File: config.mk
export PLATFORM = sky130hd
export DESIGN_NAME = scsi_arb_unit
export DESIGN_NICKNAME = d
export VERILOG_FILES = /design/src/rtl/scsi_arb_pkg.sv /design/src/rtl/scsi_arb_free_det.sv /design/src/rtl/scsi_arb_timer.sv /design/src/rtl/scsi_arb_prio.sv /design/src/rtl/scsi_arb_unit.sv
export SDC_FILE = /design/constraint.sdc
export NUM_CORES = 1
export LEC_CHECK = 0
export ABC_AREA = 1
export BUFFER_PORTS_ARGS = -buffer_cell sky130_fd_sc_hd__buf_2
export CORE_MARGIN = 1
export CORE_UTILIZATION = 46
export CTS_CLUSTER_DIAMETER = 40
export DETAILED_ROUTE_END_ITERATION = 8
export PLACE_DENSITY = 0.76
export SYNTH_ARGS = -nofsm -noshare
export SYNTH_HDL_FRONTEND = slang
export SYNTH_SLANG_ARGS = --single-unit
File: constraint.sdc
create_clock -name clk -period 1.5 [get_ports clk]
set_clock_uncertainty 0.1 [all_clocks]
set_input_delay 0.15 -clock clk [delete_from_list [all_inputs] [get_ports clk]]
set_output_delay 0.15 -clock clk [all_outputs]
set_load 0.005 [all_outputs]
File: src/rtl/scsi_arb_pkg.sv
package scsi_arb_pkg;
  typedef enum logic [2:0] {
    ST_IDLE,
    ST_WAIT,
    ST_ARB,
    ST_WON,
    ST_LOST
  } arb_state_e;
endpackage

File: src/rtl/scsi_arb_free_det.sv
module scsi_arb_free_det #(
  parameter int FREE_CYC = 4
) (
  input  logic clk,
  input  logic rst_n,
  input  logic en_i,
  input  logic bsy_i,
  input  logic sel_i,
  output logic free_o
);
  localparam int CNT_W = $clog2(FREE_CYC + 1);
  localparam logic [CNT_W-1:0] LAST = CNT_W'(FREE_CYC - 1);

  logic [CNT_W-1:0] cnt_q;
  logic             idle;

  assign idle   = !bsy_i && !sel_i;
  assign free_o = en_i && idle && (cnt_q == LAST);

  always_ff @(posedge clk or negedge rst_n) begin
    if (!rst_n) begin
      cnt_q <= '0;
    end else if (!en_i || !idle || free_o) begin
      cnt_q <= '0;
    end else begin
      cnt_q <= cnt_q + 1'b1;
    end
  end

  // a busy bus always clears the running count
  p_busy_clears_r3: assert property (@(posedge clk) disable iff (!rst_n)
    (en_i && !idle) |=> (cnt_q == '0));
endmodule

File: src/rtl/scsi_arb_timer.sv
module scsi_arb_timer #(
  parameter int ARB_DLY = 6
) (
  input  logic clk,
  input  logic rst_n,
  input  logic en_i,
  output logic done_o
);
  localparam int CNT_W = $clog2(ARB_DLY + 1);
  localparam logic [CNT_W-1:0] LAST = CNT_W'(ARB_DLY - 1);

  logic [CNT_W-1:0] cnt_q;

  assign done_o = en_i && (cnt_q == LAST);

  always_ff @(posedge clk or negedge rst_n) begin
    if (!rst_n) begin
      cnt_q <= '0;
    end else if (!en_i || done_o) begin
      cnt_q <= '0;
    end else begin
      cnt_q <= cnt_q + 1'b1;
    end
  end
endmodule

File: src/rtl/scsi_arb_prio.sv
module scsi_arb_prio #(
  parameter int ID_W = 8
) (
  input  logic [ID_W-1:0] id_i,
  input  logic [ID_W-1:0] cand_i,
  input  logic [ID_W-1:0] bus_i,
  output logic            higher_o,
  output logic            cand_ok_o
);
  logic [ID_W-1:0] above;

  assign above[0] = 1'b0;
  for (genvar i = 1; i < ID_W; i++) begin : g_above
    assign above[i] = above[i-1] | id_i[i-1];
  end

  assign higher_o  = |(bus_i & above);
  assign cand_ok_o = (|cand_i) && !(|(cand_i & (cand_i - 1'b1)));
endmodule

File: src/rtl/scsi_arb_unit.sv
module scsi_arb_unit
  import scsi_arb_pkg::*;
#(
  parameter int ID_W     = 8,
  parameter int FREE_CYC = 4,
  parameter int ARB_DLY  = 6
) (
  input  logic            clk,
  input  logic            rst_n,
  input  logic            arb_req_i,
  input  logic [ID_W-1:0] own_id_i,
  input  logic [ID_W-1:0] bus_data_i,
  input  logic            bus_bsy_i,
  input  logic            bus_sel_i,
  output logic            drv_bsy_o,
  output logic [ID_W-1:0] drv_data_o,
  output logic            in_prog_o,
  output logic            lost_o
);
  arb_state_e      state_q;
  logic [ID_W-1:0] id_q;
  logic            bus_free, dly_done, higher_seen, cand_ok, driving;

  scsi_arb_free_det #(.FREE_CYC(FREE_CYC)) u_free (
    .clk(clk), .rst_n(rst_n), .en_i(state_q == ST_WAIT),
    .bsy_i(bus_bsy_i), .sel_i(bus_sel_i), .free_o(bus_free)
  );

  scsi_arb_timer #(.ARB_DLY(ARB_DLY)) u_timer (
    .clk(clk), .rst_n(rst_n), .en_i(state_q == ST_ARB && arb_req_i),
    .done_o(dly_done)
  );

  scsi_arb_prio #(.ID_W(ID_W)) u_prio (
    .id_i(id_q), .cand_i(own_id_i), .bus_i(bus_data_i),
    .higher_o(higher_seen), .cand_ok_o(cand_ok)
  );

  always_ff @(posedge clk or negedge rst_n) begin
    if (!rst_n) begin
      state_q <= ST_IDLE;
      id_q    <= '0;
    end else if (!arb_req_i) begin
      state_q <= ST_IDLE;
      id_q    <= '0;
    end else begin
      case (state_q)
        ST_IDLE: begin
          if (cand_ok) begin
            state_q <= ST_WAIT;
            id_q    <= own_id_i;
          end else begin
            state_q <= ST_LOST;
          end
        end
        ST_WAIT: if (bus_free) state_q <= ST_ARB;
        ST_ARB: begin
          if (bus_sel_i)     state_q <= ST_LOST;
          else if (dly_done) state_q <= higher_seen ? ST_LOST : ST_WON;
        end
        ST_WON:  state_q <= ST_WON;
        ST_LOST: state_q <= ST_LOST;
        default: state_q <= ST_IDLE;
      endcase
    end
  end

  assign driving    = (state_q == ST_ARB) || (state_q == ST_WON);
  assign drv_bsy_o  = driving;
  assign drv_data_o = driving ? id_q : '0;
  assign in_prog_o  = driving;
  assign lost_o     = (state_q == ST_LOST);

  // driving only starts after an idle bus cycle
  p_free_first_r2: assert property (@(posedge clk) disable iff (!rst_n)
    $rose(drv_bsy_o) |-> $past(!bus_bsy_i && !bus_sel_i));
  // exactly one ID bit is driven
  p_one_id_r4: assert property (@(posedge clk) disable iff (!rst_n)
    drv_bsy_o |-> ($countones(drv_data_o) == 1));
  // SEL while competing forces a loss
  p_sel_loss_r7: assert property (@(posedge clk) disable iff (!rst_n)
    (state_q == ST_ARB && arb_req_i && bus_sel_i) |=> (lost_o && !drv_bsy_o));
  // withdrawal releases everything
  p_release_r8: assert property (@(posedge clk) disable iff (!rst_n)
    !arb_req_i |=> (!drv_bsy_o && drv_data_o == '0 && !in_prog_o && !lost_o));
  // a loss is sticky
  p_lost_sticky_r10: assert property (@(posedge clk) disable iff (!rst_n)
    (lost_o && arb_req_i) |=> (lost_o && !drv_bsy_o));
  // driven ID does not move
  p_id_stable_r11: assert property (@(posedge clk) disable iff (!rst_n)
    (drv_bsy_o && $past(drv_bsy_o)) |-> $stable(drv_data_o));
endmodule

### Word-level counts from Yosys, hierarchy flattened

Cells that the tools add are included.

| word-level totals | value |
|---|---|
| flip-flop bits (word level) | 17 |
| input port bits | 21 |
| output and inout bits | 11 |
| logic and storage cells | 60 |

| cells by class | value |
|---|---|
| $add $sub $neg | 3 |
| eq/ne operators | 10 |
| multiplexer cells | 13 |
| bitwise operators | 8 |
| reductions and logical operators | 22 |

Operator list:

| cell | number |
|---|---|
| 8-bit 2-to-1 mux | 4 |
| 3-bit 2-to-1 mux | 8 |
| 8-bit OR reduction | 3 |
| 8-bit bitwise AND | 2 |
| 3-bit case mux with 5 select lines | 1 |
| 3-bit by 2-bit == test with 1-bit output, second input constant | 3 |
| 8-bit by 1-bit subtractor with 8-bit output, second input constant | 1 |
| 3-bit by 1-bit adder with 3-bit output, second input constant | 2 |
| 3-bit == test, second input constant | 2 |
| 1-bit logical AND | 6 |
| 1-bit zero test | 6 |
| 1-bit OR | 6 |
| 1-bit logical OR | 4 |
| 2-bit by 1-bit inequality test with 1-bit output, second input constant | 2 |
| 4-bit by 3-bit inequality test with 1-bit output, second input constant | 1 |
| 2-bit AND reduction | 2 |
| 3-bit by 1-bit == test with 1-bit output, second input constant | 1 |
| 3-bit zero test | 1 |
| 3-bit inequality test, second input constant | 1 |

### Longest topological paths before layout

| logic depth | value |
|---|---|
| depth after elaboration | 13 |
| gate-level depth with buffers | 11 |
| depth with buffers taken out | 11 |

### By module

Synthesis repeated with hierarchy kept, for this count alone.

| unflattened totals | value |
|---|---|
| cells, all modules | 159 |
| area, all modules | 1,122.3 µm² |

By module, submodules not included:

| module | instances | cells an instance | area each (µm²) | seq. area each (µm²) |
|---|---|---|---|---|
| scsi_arb_unit | 1 | 83 | 623.1 | 275.3 |
| scsi_arb_prio | 1 | 43 | 198.9 | 0.0 |
| scsi_arb_timer | 1 | 18 | 153.9 | 75.1 |
| scsi_arb_free_det | 1 | 15 | 146.4 | 75.1 |

### Least setup slack after synthesis

OpenSTA, ideal clock, no wires.

| path | value |
|---|---|
| path type | register to register |
| start | reg u_timer.cnt_q[0] |
| end | reg state_q[2] |
| setup time | 0.126 ns |
| arrival | 1.254 ns |
| data required time | 1.274 ns |
| slack | 0.020 ns |
| stages on the path, launching flop included | 10 |
| path buffers | 0 |
| period minus slack after synthesis | 1.480 ns |
| path through | dfrtp_1 > ha_1 > nand2_1 > nand2_1 > nor2_1 > inv_2 > or2_1 > nand2_1 > nor2_1 > a21boi_1 |

| between the ends | value |
|---|---|
| word-level cells in the longest chain between the ends | 4 |

RTL lines:

| element | RTL line | source |
|---|---|---|
| from (decl) | scsi_arb_timer.sv:12 | `logic [CNT_W-1:0] cnt_q;` |
| from (signal assigned) | scsi_arb_timer.sv:22 | `cnt_q <= cnt_q + 1'b1;` |
| 3-bit == test | scsi_arb_timer.sv:14 | `assign done_o = en_i && (cnt_q == LAST);` |
| 1-bit logical AND | scsi_arb_timer.sv:14 |  |
| 4-bit by 3-bit inequality test with 1-bit output (no line) | - |  |
| 2-bit AND reduction (no line) | - |  |
| to (signal assigned) | scsi_arb_unit.sv:59 | `else if (dly_done) state_q <= higher_seen ? ST_LOST : ST_WON;` |
| to (decl) | scsi_arb_unit.sv:20 | `arb_state_e state_q;` |

Every way passes these cells.
A chain may end at the register's enable or synchronous reset.

### Worst setup path after layout

| path | value |
|---|---|
| start | reg state_q[1] |
| end | out drv_data_o[7] |

| between the ends | value |
|---|---|
| word-level cells in the longest chain between the ends | 3 |
| elaborated cells on any way between the ends | 4 |
| classes of those cells | eq/ne (2); mux (1); reduce/logical (1) |

RTL lines:

| element | RTL line | source |
|---|---|---|
| 3-bit by 2-bit == test with 1-bit output | scsi_arb_unit.sv:68 | `assign driving = (state_q == ST_ARB) \|\| (state_q == ST_WON);` |
| 1-bit logical OR (*) | scsi_arb_unit.sv:68 |  |
| 8-bit 2-to-1 mux (*) | scsi_arb_unit.sv:70 | `assign drv_data_o = driving ? id_q : '0;` |
| to (decl) | scsi_arb_unit.sv:16 | `output logic [ID_W-1:0] drv_data_o,` |

Every way passes the cells marked *; elsewhere a longest branch is shown, timed or not.

==> parameters.txt <==
Parameter                              Value

Run status
  Result of the run ... finished with violations
  Failing checks ... setup timing

Global routing
  Leftover overflow at the end of global routing ... 0
  Global Route Usage Sum ... 23.5%
  Pin count of the biggest net entering global routing ... 18
  Vias in the first global route ... 1,052
  Global-route wire length before repair ... 4370 um
  Antenna violations before repair ... 0

Power and ir drop
  Total power ... 958 uW
  Leakage component of the power ... 0.000805 uW
  Worst VDD drop ... 0.499 mV
  PD cells ... 630 nW/um^2

Die
  Core footprint ... 2230 sq um
  Starting density of the core ... 49.6%
  Y dimension of the die ... 51.1 um
  # IOs ... 32
  Die width ... 51.1 um
  Cell Rows ... 17
  Die area ... 2610 sq um

CTS
  CTS Root Cell ... clkbuf_4
  Clock transition at path regs ... 0.11 ns
  Max Buffers Root-to-Sink ... 2
  Latest clock arrival within the worst-skew pair ... 0.31 ns
  Number of buffers added by the clock tree synthesis step ... 3
  Clk sink count ... 17
  H-tree lvl count ... 1
  CTS tree ... yes

Setup path
  Critical Path AT ... 1.42 ns
  Sort of element at the end of the critical path ... output pin
  Crit-path slowest cell ... dfrtp_1
  Sort of element at the start of the critical path ... flip-flop
  Ordered list of cells on the worst path ... inv_2 -> nor2_4 -> buf_6 -> clkinvlp_4 -> nor2_1 -> buf_2
  Largest stage delay on the critical path ... 0.41 ns
  WS Path Type ... reg -> out
  Maximum fanout along the worst path ... 8
  Required time of the critical path ... 1.25 ns

Synth
  Largest area contributor in the netlist ... dfrtp_1
  Async S/R FF share, synth ... 100%
  Most frequent cell after synthesis ... nor2_1
  Yosys warnings ... 0
  Most instantiated flip-flop cell in the synthesis netlist ... dfrtp_1
  Post-synth design cell area ... 1110 sq um
  Cell count after synthesis ... 146
  Sequential cell area fraction in the yosys report ... 38.4%
  Number of synthesized register bits ... 17
  Proportion of netlist area held by the largest area contributor ... 38.4%
  Distinct cell type count of the synthesized netlist ... 26
  EDFF count, synth ... 0
  Top cell types by occurrence after synthesis ... nor2_1 (28), nand2_1 (21), inv_1 (20), dfrtp_1 (17), nand3_1 (15)
  Biggest area contributors in the synthesized netlist ... dfrtp_1 (38%), nor2_1 (9.5%), nand2_1 (7.1%), inv_1 (6.8%), nand3_1 (6.8%)
  Net count after synthesis ... 171
  Per-instance average area after synthesis ... 7.59 sq um

Final layout
  Nets ... 223
  Share of cells above drive strength 1 ... 43.1%
  Antenna diodes ... 0
  P&R area growth vs syn ... 37.1%

Routing
  Count of TritonRoute iterations in the first routing pass ... 4
  Count of unresolved DRC violations after routing ... 0
  Drt wl/cell ... 12.5 um
  Routed wire length ... 2810 um
  Via count normalized by instance count ... 5.03
  Initial DRC Count ... 27
  Total via count in the routed design ... 1,131
  Final antenna-violating net count ... 0

Timing
  Relative slew slack ... 73.1%
  Period utilisation layout ... 111%
  Number of hold violations in the final report ... 0
  Smallest setup slack after layout ... -0.167 ns
  Setup TNS ... -2.48 ns
  Worst-Margin Slew ... 0.403 ns
  Fin crit period ... 1.67 ns
  Unrepaired setup endpoints after global routing ... true
  Total count of max-transition violations in the final report ... 0
  Max Clock Freq ... 0.600 GHz
  Number of failing setup endpoints in the final timing report ... 19

Placed design
  HPWL after detailed placement ... 1940 um
  Routability Congestion ... 0.867
  PortBufs ... 30

Hold path
  Class of the tightest hold or removal check ... in -> reg

Run
  Number of maximum-capacitance constraint violations ... 0
==> through the flow <==
step                      std cells  hold slack, ns  worst slack (ns)  util (%)  cell area [sq um]
final                           225        0.000125            -0.167      68.1               1520
after CTS                       222         0.00233            -0.133      64.3               1440
after detailed placement        207        -0.00200           -0.0484      58.4               1300
after floorplan                 146          -0.246            0.0203         -               1110
after global routing            225         0.00185            -0.258      68.1               1520
after global placement          207         -0.0177           -0.0179      58.4               1300
==> worst paths after layout <==
kind | start | end | slack, ns | cells after the start
max reg2reg | state_q[1] | id_q[0] | -0.15 | 8
min | own_id_i[4] | id_q[4] | 0.0001 | 3
max | state_q[1] | drv_data_o[7] | -0.17 | 6
min in group asynchronous | rst_n | id_q[3] | 0.19 | 2
min reg2reg | u_free.cnt_q[0] | u_free.cnt_q[0] | 0.34 | 1
max in group asynchronous | rst_n | u_timer.cnt_q[1] | 0.82 | 2
==> layer usage <==
| metal | track usage [%] | routed length, um | vias to the layer above |
|---|---|---|---|
| li1 | - | - | 563 |
| met1 | 25.1 | 1120 | 532 |
| met2 | 41.7 | 1510 | 29 |
| met3 | 4.46 | 111 | 7 |
| met4 | 15.3 | 68 | 0 |
| met5 | 0 | 0 | - |
==> repair_timing <==
item	4_1_cts	5_1_grt
endpoints found under the setup margin	17	22
pin swaps	7	7
endpoints found under the hold margin	17	0
buffers inserted	9	3
hold buffers	1	0
gates cloned	1	0
resized for setup	3	15
==> power by group <==
| group | switching, uW | leakage [uW] | internal, uW |
|---|---|---|---|
| clock | 161 | 0.0000150 | 104 |
| combinational | 116 | 0.000563 | 86.9 |
| sequential | 13.3 | 0.000228 | 477 |
==> registers in the layout, summed over array words and instances (netlist names) <==
register,count
u_free.cnt_q,3
state_q,3
u_timer.cnt_q,3
id_q,8
==> logic make-up (layout without fill, tap and decap cells) <==
kind of cell	count (synthesis)	count (layout)	share of synthesized area (%)
XOR/XNOR	1	1	0.790
flip-flops	17	17	38.4
AO/OA/AOI/OAI	21	21	13.2
buffers and inverters	29	79	12.0
AND/OR/NAND/NOR	74	75	31.2
adder cells (fa/ha/maj)	4	4	4.51
==> cell type report <==
type	instances	area, sq um
tap	28	35.0
sequential	17	425
inverter	26	101
timing repair buffer	49	332
fill	191	713
clock buffer	4	26.3
multi-input combinational	101	601
==> worst max-delay path: cells and delay by family (launching register included) <==
family / cells / cell delay, ns
buf+inv: 4 / 0.46
flops: 1 / 0.41
simple gates: 2 / 0.23
==> cells in the final DEF, fill, tap and decap left out <==
cell type / count
nor2_4: 3
a21oi_1: 2
a21oi_2: 1
buf_6: 5
nand3_1: 13
a21boi_1: 1
nand2_2: 1
ha_1: 4
o21ai_0: 5
nand3_2: 4
buf_12: 1
a21o_1: 1
o21ai_2: 8
nor2_1: 23
clkinvlp_4: 1
o21ai_1: 2
dfrtp_1: 17
nand4_2: 1
nand2_1: 21
a21boi_2: 1
nor2_2: 4
buf_2: 28
nand2_4: 2
or2_2: 1
clkbuf_1: 1
dlygate4sd3_1: 1
nand4_1: 1
xnor2_1: 1
buf_4: 14
inv_2: 6
inv_1: 19
or2_4: 1
clkbuf_4: 3
Power figures use the tool's default switching activity.
